--- src/rtl/booth_pkg.sv ---
package booth_pkg;

  typedef enum logic [1:0] {
    OP_NONE = 2'd0,
    OP_ADD  = 2'd1,
    OP_SUB  = 2'd2
  } booth_op_e;

  // Recode one multiplier bit and its right neighbour into an adder action.
  function automatic booth_op_e pair_to_op(input logic cur, input logic right);
    case ({cur, right})
      2'b10:   return OP_SUB;
      2'b01:   return OP_ADD;
      default: return OP_NONE;
    endcase
  endfunction

endpackage

--- src/rtl/booth_recode.sv ---
module booth_recode
  import booth_pkg::*;
(
  input  logic      cur_bit,
  input  logic      right_bit,
  output booth_op_e op,
  output logic      active
);
  assign op     = pair_to_op(cur_bit, right_bit);
  assign active = (op != OP_NONE);
endmodule

--- src/rtl/booth_datapath.sv ---
module booth_datapath
  import booth_pkg::*;
#(
  parameter int W = 8
) (
  input  logic           clk,
  input  logic           rst_n,
  input  logic           load,
  input  logic           step,
  input  logic [W-1:0]   mcand_in,
  input  logic [W-1:0]   mplier_in,
  input  booth_op_e      op,
  output logic           cur_bit,
  output logic           right_bit,
  output logic [2*W-1:0] product
);
  localparam int AW = W + 1;  // one guard bit keeps -(most negative) in range

  logic [AW-1:0] acc;
  logic [W-1:0]  mq;
  logic          q_right;
  logic [W-1:0]  mc;
  logic [AW-1:0] mc_ext;
  logic [AW-1:0] sum;

  assign mc_ext = {mc[W-1], mc};

  always_comb begin
    case (op)
      OP_ADD:  sum = acc + mc_ext;
      OP_SUB:  sum = acc - mc_ext;
      default: sum = acc;
    endcase
  end

  always_ff @(posedge clk) begin
    if (!rst_n) begin
      acc     <= '0;
      mq      <= '0;
      q_right <= 1'b0;
      mc      <= '0;
    end else if (load) begin
      acc     <= '0;
      mq      <= mplier_in;
      q_right <= 1'b0;
      mc      <= mcand_in;
    end else if (step) begin
      acc     <= {sum[AW-1], sum[AW-1:1]};
      mq      <= {sum[0], mq[W-1:1]};
      q_right <= mq[0];
    end
  end

  assign cur_bit   = mq[0];
  assign right_bit = q_right;
  assign product   = {acc[W-1:0], mq};


  skip_shift_chk: assert property (@(posedge clk) disable iff (!rst_n)
    (step && !load && (mq[0] == q_right)) |=>
      (acc == {$past(acc[AW-1]), $past(acc[AW-1:1])}));


  hold_chk: assert property (@(posedge clk) disable iff (!rst_n)
    (!step && !load) |=> ($stable(acc) && $stable(mq)));


  mcand_keep_chk: assert property (@(posedge clk) disable iff (!rst_n)
    step |=> $stable(mc));
endmodule

--- src/rtl/booth_seq_ctrl.sv ---
module booth_seq_ctrl #(
  parameter int W = 8
) (
  input  logic                   clk,
  input  logic                   rst_n,
  input  logic                   accept,
  input  logic                   step_active,
  output logic                   busy,
  output logic                   done,
  output logic [$clog2(W+1)-1:0] ops
);
  localparam int IW = (W > 1) ? $clog2(W) : 1;
  localparam int CW = $clog2(W + 1);

  logic [IW-1:0] iter;

  always_ff @(posedge clk) begin
    if (!rst_n) begin
      busy <= 1'b0;
      done <= 1'b0;
      iter <= '0;
      ops  <= '0;
    end else begin
      done <= 1'b0;
      if (accept) begin
        busy <= 1'b1;
        iter <= '0;
        ops  <= '0;
      end else if (busy) begin
        iter <= iter + 1'b1;
        if (step_active) ops <= ops + CW'(1);
        if (iter == IW'(W - 1)) begin
          busy <= 1'b0;
          done <= 1'b1;
        end
      end
    end
  end


  done_pulse_chk: assert property (@(posedge clk) disable iff (!rst_n)
    done |=> !done);


  done_after_busy_chk: assert property (@(posedge clk) disable iff (!rst_n)
    done |-> (!busy && $past(busy)));


  ops_idle_chk: assert property (@(posedge clk) disable iff (!rst_n)
    (!accept && !(busy && step_active)) |=> $stable(ops));


  ops_restart_chk: assert property (@(posedge clk) disable iff (!rst_n)
    accept |=> (ops == '0));


  accept_idle_chk: assert property (@(posedge clk) disable iff (!rst_n)
    accept |-> !busy);
endmodule

--- src/rtl/booth_mul_seq.sv ---
module booth_mul_seq
  import booth_pkg::*;
#(
  parameter int W = 8
) (
  input  logic                   clk,
  input  logic                   rst_n,
  input  logic                   in_valid,
  output logic                   in_ready,
  input  logic [W-1:0]           mcand,
  input  logic [W-1:0]           mplier,
  output logic                   busy,
  output logic                   done,
  output logic [2*W-1:0]         product,
  output logic [$clog2(W+1)-1:0] op_count
);
  logic      accept;
  logic      cur_bit, right_bit, step_active;
  booth_op_e op;

  assign in_ready = !busy;
  assign accept   = in_valid && in_ready;

  booth_recode u_recode (
    .cur_bit   (cur_bit),
    .right_bit (right_bit),
    .op        (op),
    .active    (step_active)
  );

  booth_datapath #(.W(W)) u_dp (
    .clk       (clk),
    .rst_n     (rst_n),
    .load      (accept),
    .step      (busy),
    .mcand_in  (mcand),
    .mplier_in (mplier),
    .op        (op),
    .cur_bit   (cur_bit),
    .right_bit (right_bit),
    .product   (product)
  );

  booth_seq_ctrl #(.W(W)) u_ctrl (
    .clk         (clk),
    .rst_n       (rst_n),
    .accept      (accept),
    .step_active (step_active),
    .busy        (busy),
    .done        (done),
    .ops         (op_count)
  );


  result_hold_chk: assert property (@(posedge clk) disable iff (!rst_n)
    (!busy && !accept) |=> ($stable(product) && $stable(op_count)));
endmodule

--- config.mk ---
export PLATFORM = sky130hd
export DESIGN_NAME = booth_mul_seq
export DESIGN_NICKNAME = d
export VERILOG_FILES = /design/src/rtl/booth_pkg.sv /design/src/rtl/booth_recode.sv /design/src/rtl/booth_datapath.sv /design/src/rtl/booth_seq_ctrl.sv /design/src/rtl/booth_mul_seq.sv
export SDC_FILE = /design/constraint.sdc
export NUM_CORES = 1
export LEC_CHECK = 0
export BUFFER_PORTS_ARGS = -buffer_cell sky130_fd_sc_hd__buf_2
export CAP_MARGIN = 20
export CORE_MARGIN = 1.5
export CORE_UTILIZATION = 52
export CTS_BUF_LIST = sky130_fd_sc_hd__clkbuf_4
export CTS_CLUSTER_DIAMETER = 60
export DETAILED_ROUTE_END_ITERATION = 8
export GPL_TIMING_DRIVEN = 0
export PLACE_DENSITY = 0.86
export SLEW_MARGIN = 30
export SYNTH_ARGS = -nofsm -noshare
export SYNTH_HDL_FRONTEND = slang
export SYNTH_SLANG_ARGS = --single-unit
--- constraint.sdc ---
create_clock -name clk -period 5.5 [get_ports clk]
set_clock_uncertainty 0.2 [all_clocks]
set_input_delay 0.275 -clock clk [delete_from_list [all_inputs] [get_ports clk]]
set_output_delay 0.275 -clock clk [all_outputs]
set_load 0.005 [all_outputs]
==> flow_metrics.py <==
metrics = {
    "status": {
        "status": "finished, final reports clean",
    },
    "global_routing": {
        "grt_max_degree": 11,
        "grt_usage": 0.2241,
        "first_global_vias": 1597,
        "grt_pass1_wl_mm": 7.079,
        "overflow": 0,
        "antenna_found_initial": 0,
    },
    "floorplan": {
        "die_area_um2": 4065,
        "fp.dieH_um": 63.76,
        "rows": 21,
        "placeableCoreArea_um2": 3442,
        "ios": 42,
        "start_util": 0.5576,
        "die_w_um": 63.76,
    },
    "setup_path": {
        "startpoint_type": "register",
        "critPathArrivalTime_ns": 2.83,
        "cp-end-kind": "register",
        "timing_worst_setup_path_type": "reg -> reg",
        "crit_fanout": 9,
        "reg2reg_depth": 10,
        "required_ns": 5.52,
    },
    "finish": {
        "area_growth_syn_to_layout_pct": 20.08,
        "fin_cells": 322,
        "multi_input_area_um2": 1154,
        "num-fill-cells": 288,
        "diodes": 0,
        "drive_gt1_frac": 0.1957,
        "nets": 309,
        "post-route-util": 0.6696,
        "regArea_um2": 680.7,
        "final_area_um2": 2305,
    },
    "power": {
        "power.density_nw_per_um2": 255.9,
        "p_leak_nw": 1.087,
        "comb_power_share": 0.312,
        "pwr-share-clk": 0.223,
        "pwr-share-seq": 0.465,
        "p_total_uw": 589.7,
        "p_switching_uw": 195.3,
        "switching_share": 0.3311,
        "internal_power_uw": 394.4,
        "vdd_drop_max_v": 0.0001570,
    },
    "clocking": {
        "cts.sinks": 34,
        "cts_tree": "yes",
        "h-tree-depth": 2,
        "root_buffer": "clkbuf_4",
        "post-cts-setup-buffers": 0,
        "clk_latency_ns": 0.36,
        "cts_buffers": 5,
        "clockBufferDepth": 2,
        "path_clk_slew_ns": 0.10,
    },
    "sta": {
        "setup_viol": 0,
        "slew_violations": 0,
        "hold_violations": 0,
        "slew_headroom": 0.5991,
        "fmax_mhz": 355.4,
        "fin_tns_setup_ns": 0,
        "rsz0062_at_grt": "no",
        "max_slew.worst_pin.slew_ns": 0.5991,
        "fin_crit_sh": 0.5116,
        "finalCriticalPeriod_ns": 2.814,
    },
    "synth": {
        "synthTopCellsByArea": "dfxtp_1 (35%), ha_1 (8.5%), mux2i_1 (7.8%)",
        "ys_seq_area_frac": 0.3546,
        "async_flop_share": 0,
        "synth_area_um2": 1919,
        "synth_area_leader_cell": "dfxtp_1",
        "synth_warnings": 0,
        "yosysMostFrequentCell": "nand2_1",
        "netlist_instances": 221,
        "yosysUniqueCellTypes": 37,
        "syn_avg_cell_area_um2": 8.685,
        "yosys-top-cells-count": "nand2_1 (35), dfxtp_1 (34), nor2_1 (19)",
        "synth_edf_count": 0,
        "synth-main-ff-cell": "dfxtp_1",
        "syn_nets": 254,
        "synth_top_cell_area_share": 0.3546,
        "ys_ff_latch": 34,
    },
    "placed_design": {
        "gp_congestion": 0.8749,
        "portBuffers": 40,
        "dp_cells": 307,
        "dpl_cell_area_um2": 2177,
        "dpl.hpwl_mm": 2.936,
    },
    "route": {
        "vias": 1728,
        "drtPass1Iterations": 4,
        "drt_iter0_drc": 74,
        "postRouteAntennaNets": 0,
        "vias_per_cell": 5.366,
        "routed_wl_mm": 4.179,
        "drc": 0,
        "wl_per_cell_um": 12.98,
    },
    "hold_path": {
        "hold_path_class": "in -> reg",
        "whs_path_depth": 4,
    },
    "run": {
        "cap_violations": 0,
    },
}
==> registers in the layout, indices dropped and copies added (netlist names) <==
signal	count
u_ctrl.busy	1
u_dp.right_bit	1
u_dp.mc	8
u_dp.mq	8
u_ctrl.ops	4
u_ctrl.iter	3
u_ctrl.done	1
u_dp.acc	8
==> power by group through the flow <==
stage | clock network, mW | logic [mW] | registers, mW
6_report | 0.131 | 0.184 | 0.274
5_1_grt | 0.142 | 0.205 | 0.276
4_1_cts | 0.133 | 0.184 | 0.274
3_5_place_dp | 0 | 0.177 | 0.279
3_3_place_gp | 0 | 0.173 | 0.279
2_1_floorplan | 0 | 0.137 | 0.277
==> placed cells by master, fill, tap and decap left out, types with 3 or more instances in the layout <==
| cell | n |
|---|---|
| inv_1 | 8 |
| dfxtp_1 | 34 |
| a211oi_1 | 6 |
| nand2_1 | 35 |
| mux2i_1 | 15 |
| ha_1 | 13 |
| dlygate4sd3_1 | 8 |
| xor2_1 | 3 |
| a21oi_1 | 7 |
| nor2_1 | 19 |
| xnor2_1 | 12 |
| o21ai_0 | 5 |
| a21boi_1 | 8 |
| clkbuf_4 | 5 |
| o21ai_1 | 4 |
| a31oi_1 | 3 |
| clkbuf_1 | 9 |
| o211a_1 | 8 |
| o211ai_1 | 4 |
| buf_2 | 42 |
==> critical path, stage by stage, from the launching register on <==
cell and delay [ns]:
dfxtp_1 0.41, ha_1 0.17, buf_2 0.20, mux2i_1 0.35, ha_1 0.29, nor2b_1 0.13
o21a_1 0.17, o21ai_1 0.32, nor4b_1 0.11, a211oi_1 0.23, a211oi_1 0.10
==> path summary, 6_finish.rpt <==
check / startpoint / end / slack (ns)
worst max-delay path: u_dp.mq[0] / u_dp.acc[4] / 2.69
worst min-delay path: mplier[4] / u_dp.mq[4] / 0.06
worst max register to register: u_dp.mq[0] / u_dp.acc[4] / 2.69
worst min register to register: u_dp.mc[1] / u_dp.mc[1] / 0.29
==> final cells by class <==
type,instances,share of cell area
Multi-Input combinational cell,166,0.5005
Timing Repair Buffer,48,0.1216
Inverter,9,0.01466
Buffer,12,0.02226
Clock inverter,2,0.004343
Sequential cell,34,0.2953
Tap cell,46,0.02497
Clock buffer,5,0.01629
==> per-layer routing <==
metal  vias up  wire, um  track usage  share of wire
met5         -         0            0              0
met4         0       110       0.1168          0.026
met3        10       211      0.05282          0.050
met2        43      1976       0.3697           0.47
met1       789      1880       0.2711           0.45
li1        886         -            -              -
==> cell families (layout without fill, tap and decap cells) <==
logic type	count (synthesis)	in the layout	share of synthesized area
DFF	34	34	0.3546
AOI/OAI and AO/OA	54	54	0.2027
buffers and inverters	21	76	0.04433
adders and majority gates	14	14	0.09518
xor gates and xnor gates	15	15	0.06845
and+or+nand+nor	68	68	0.1565
muxes	15	15	0.07822
==> stage by stage <==
stage / setup slack [ns] / hold WS (ns)
6_report: 2.686 / 0.05782
5_1_grt: 2.495 / 0.08443
4_1_cts: 2.696 / 0.05588
3_5_place_dp: 2.771 / 0.2784
3_3_place_gp: 2.806 / 0.2739
2_1_floorplan: 2.995 / 0.2098
==> repair_timing <==
item | in CTS | in global routing
hold buffers | 8 | 0
hold endpoints to repair | 8 | 0
resized for setup | 0 | 0
No activity file was read; power rests on OpenSTA's default activity.
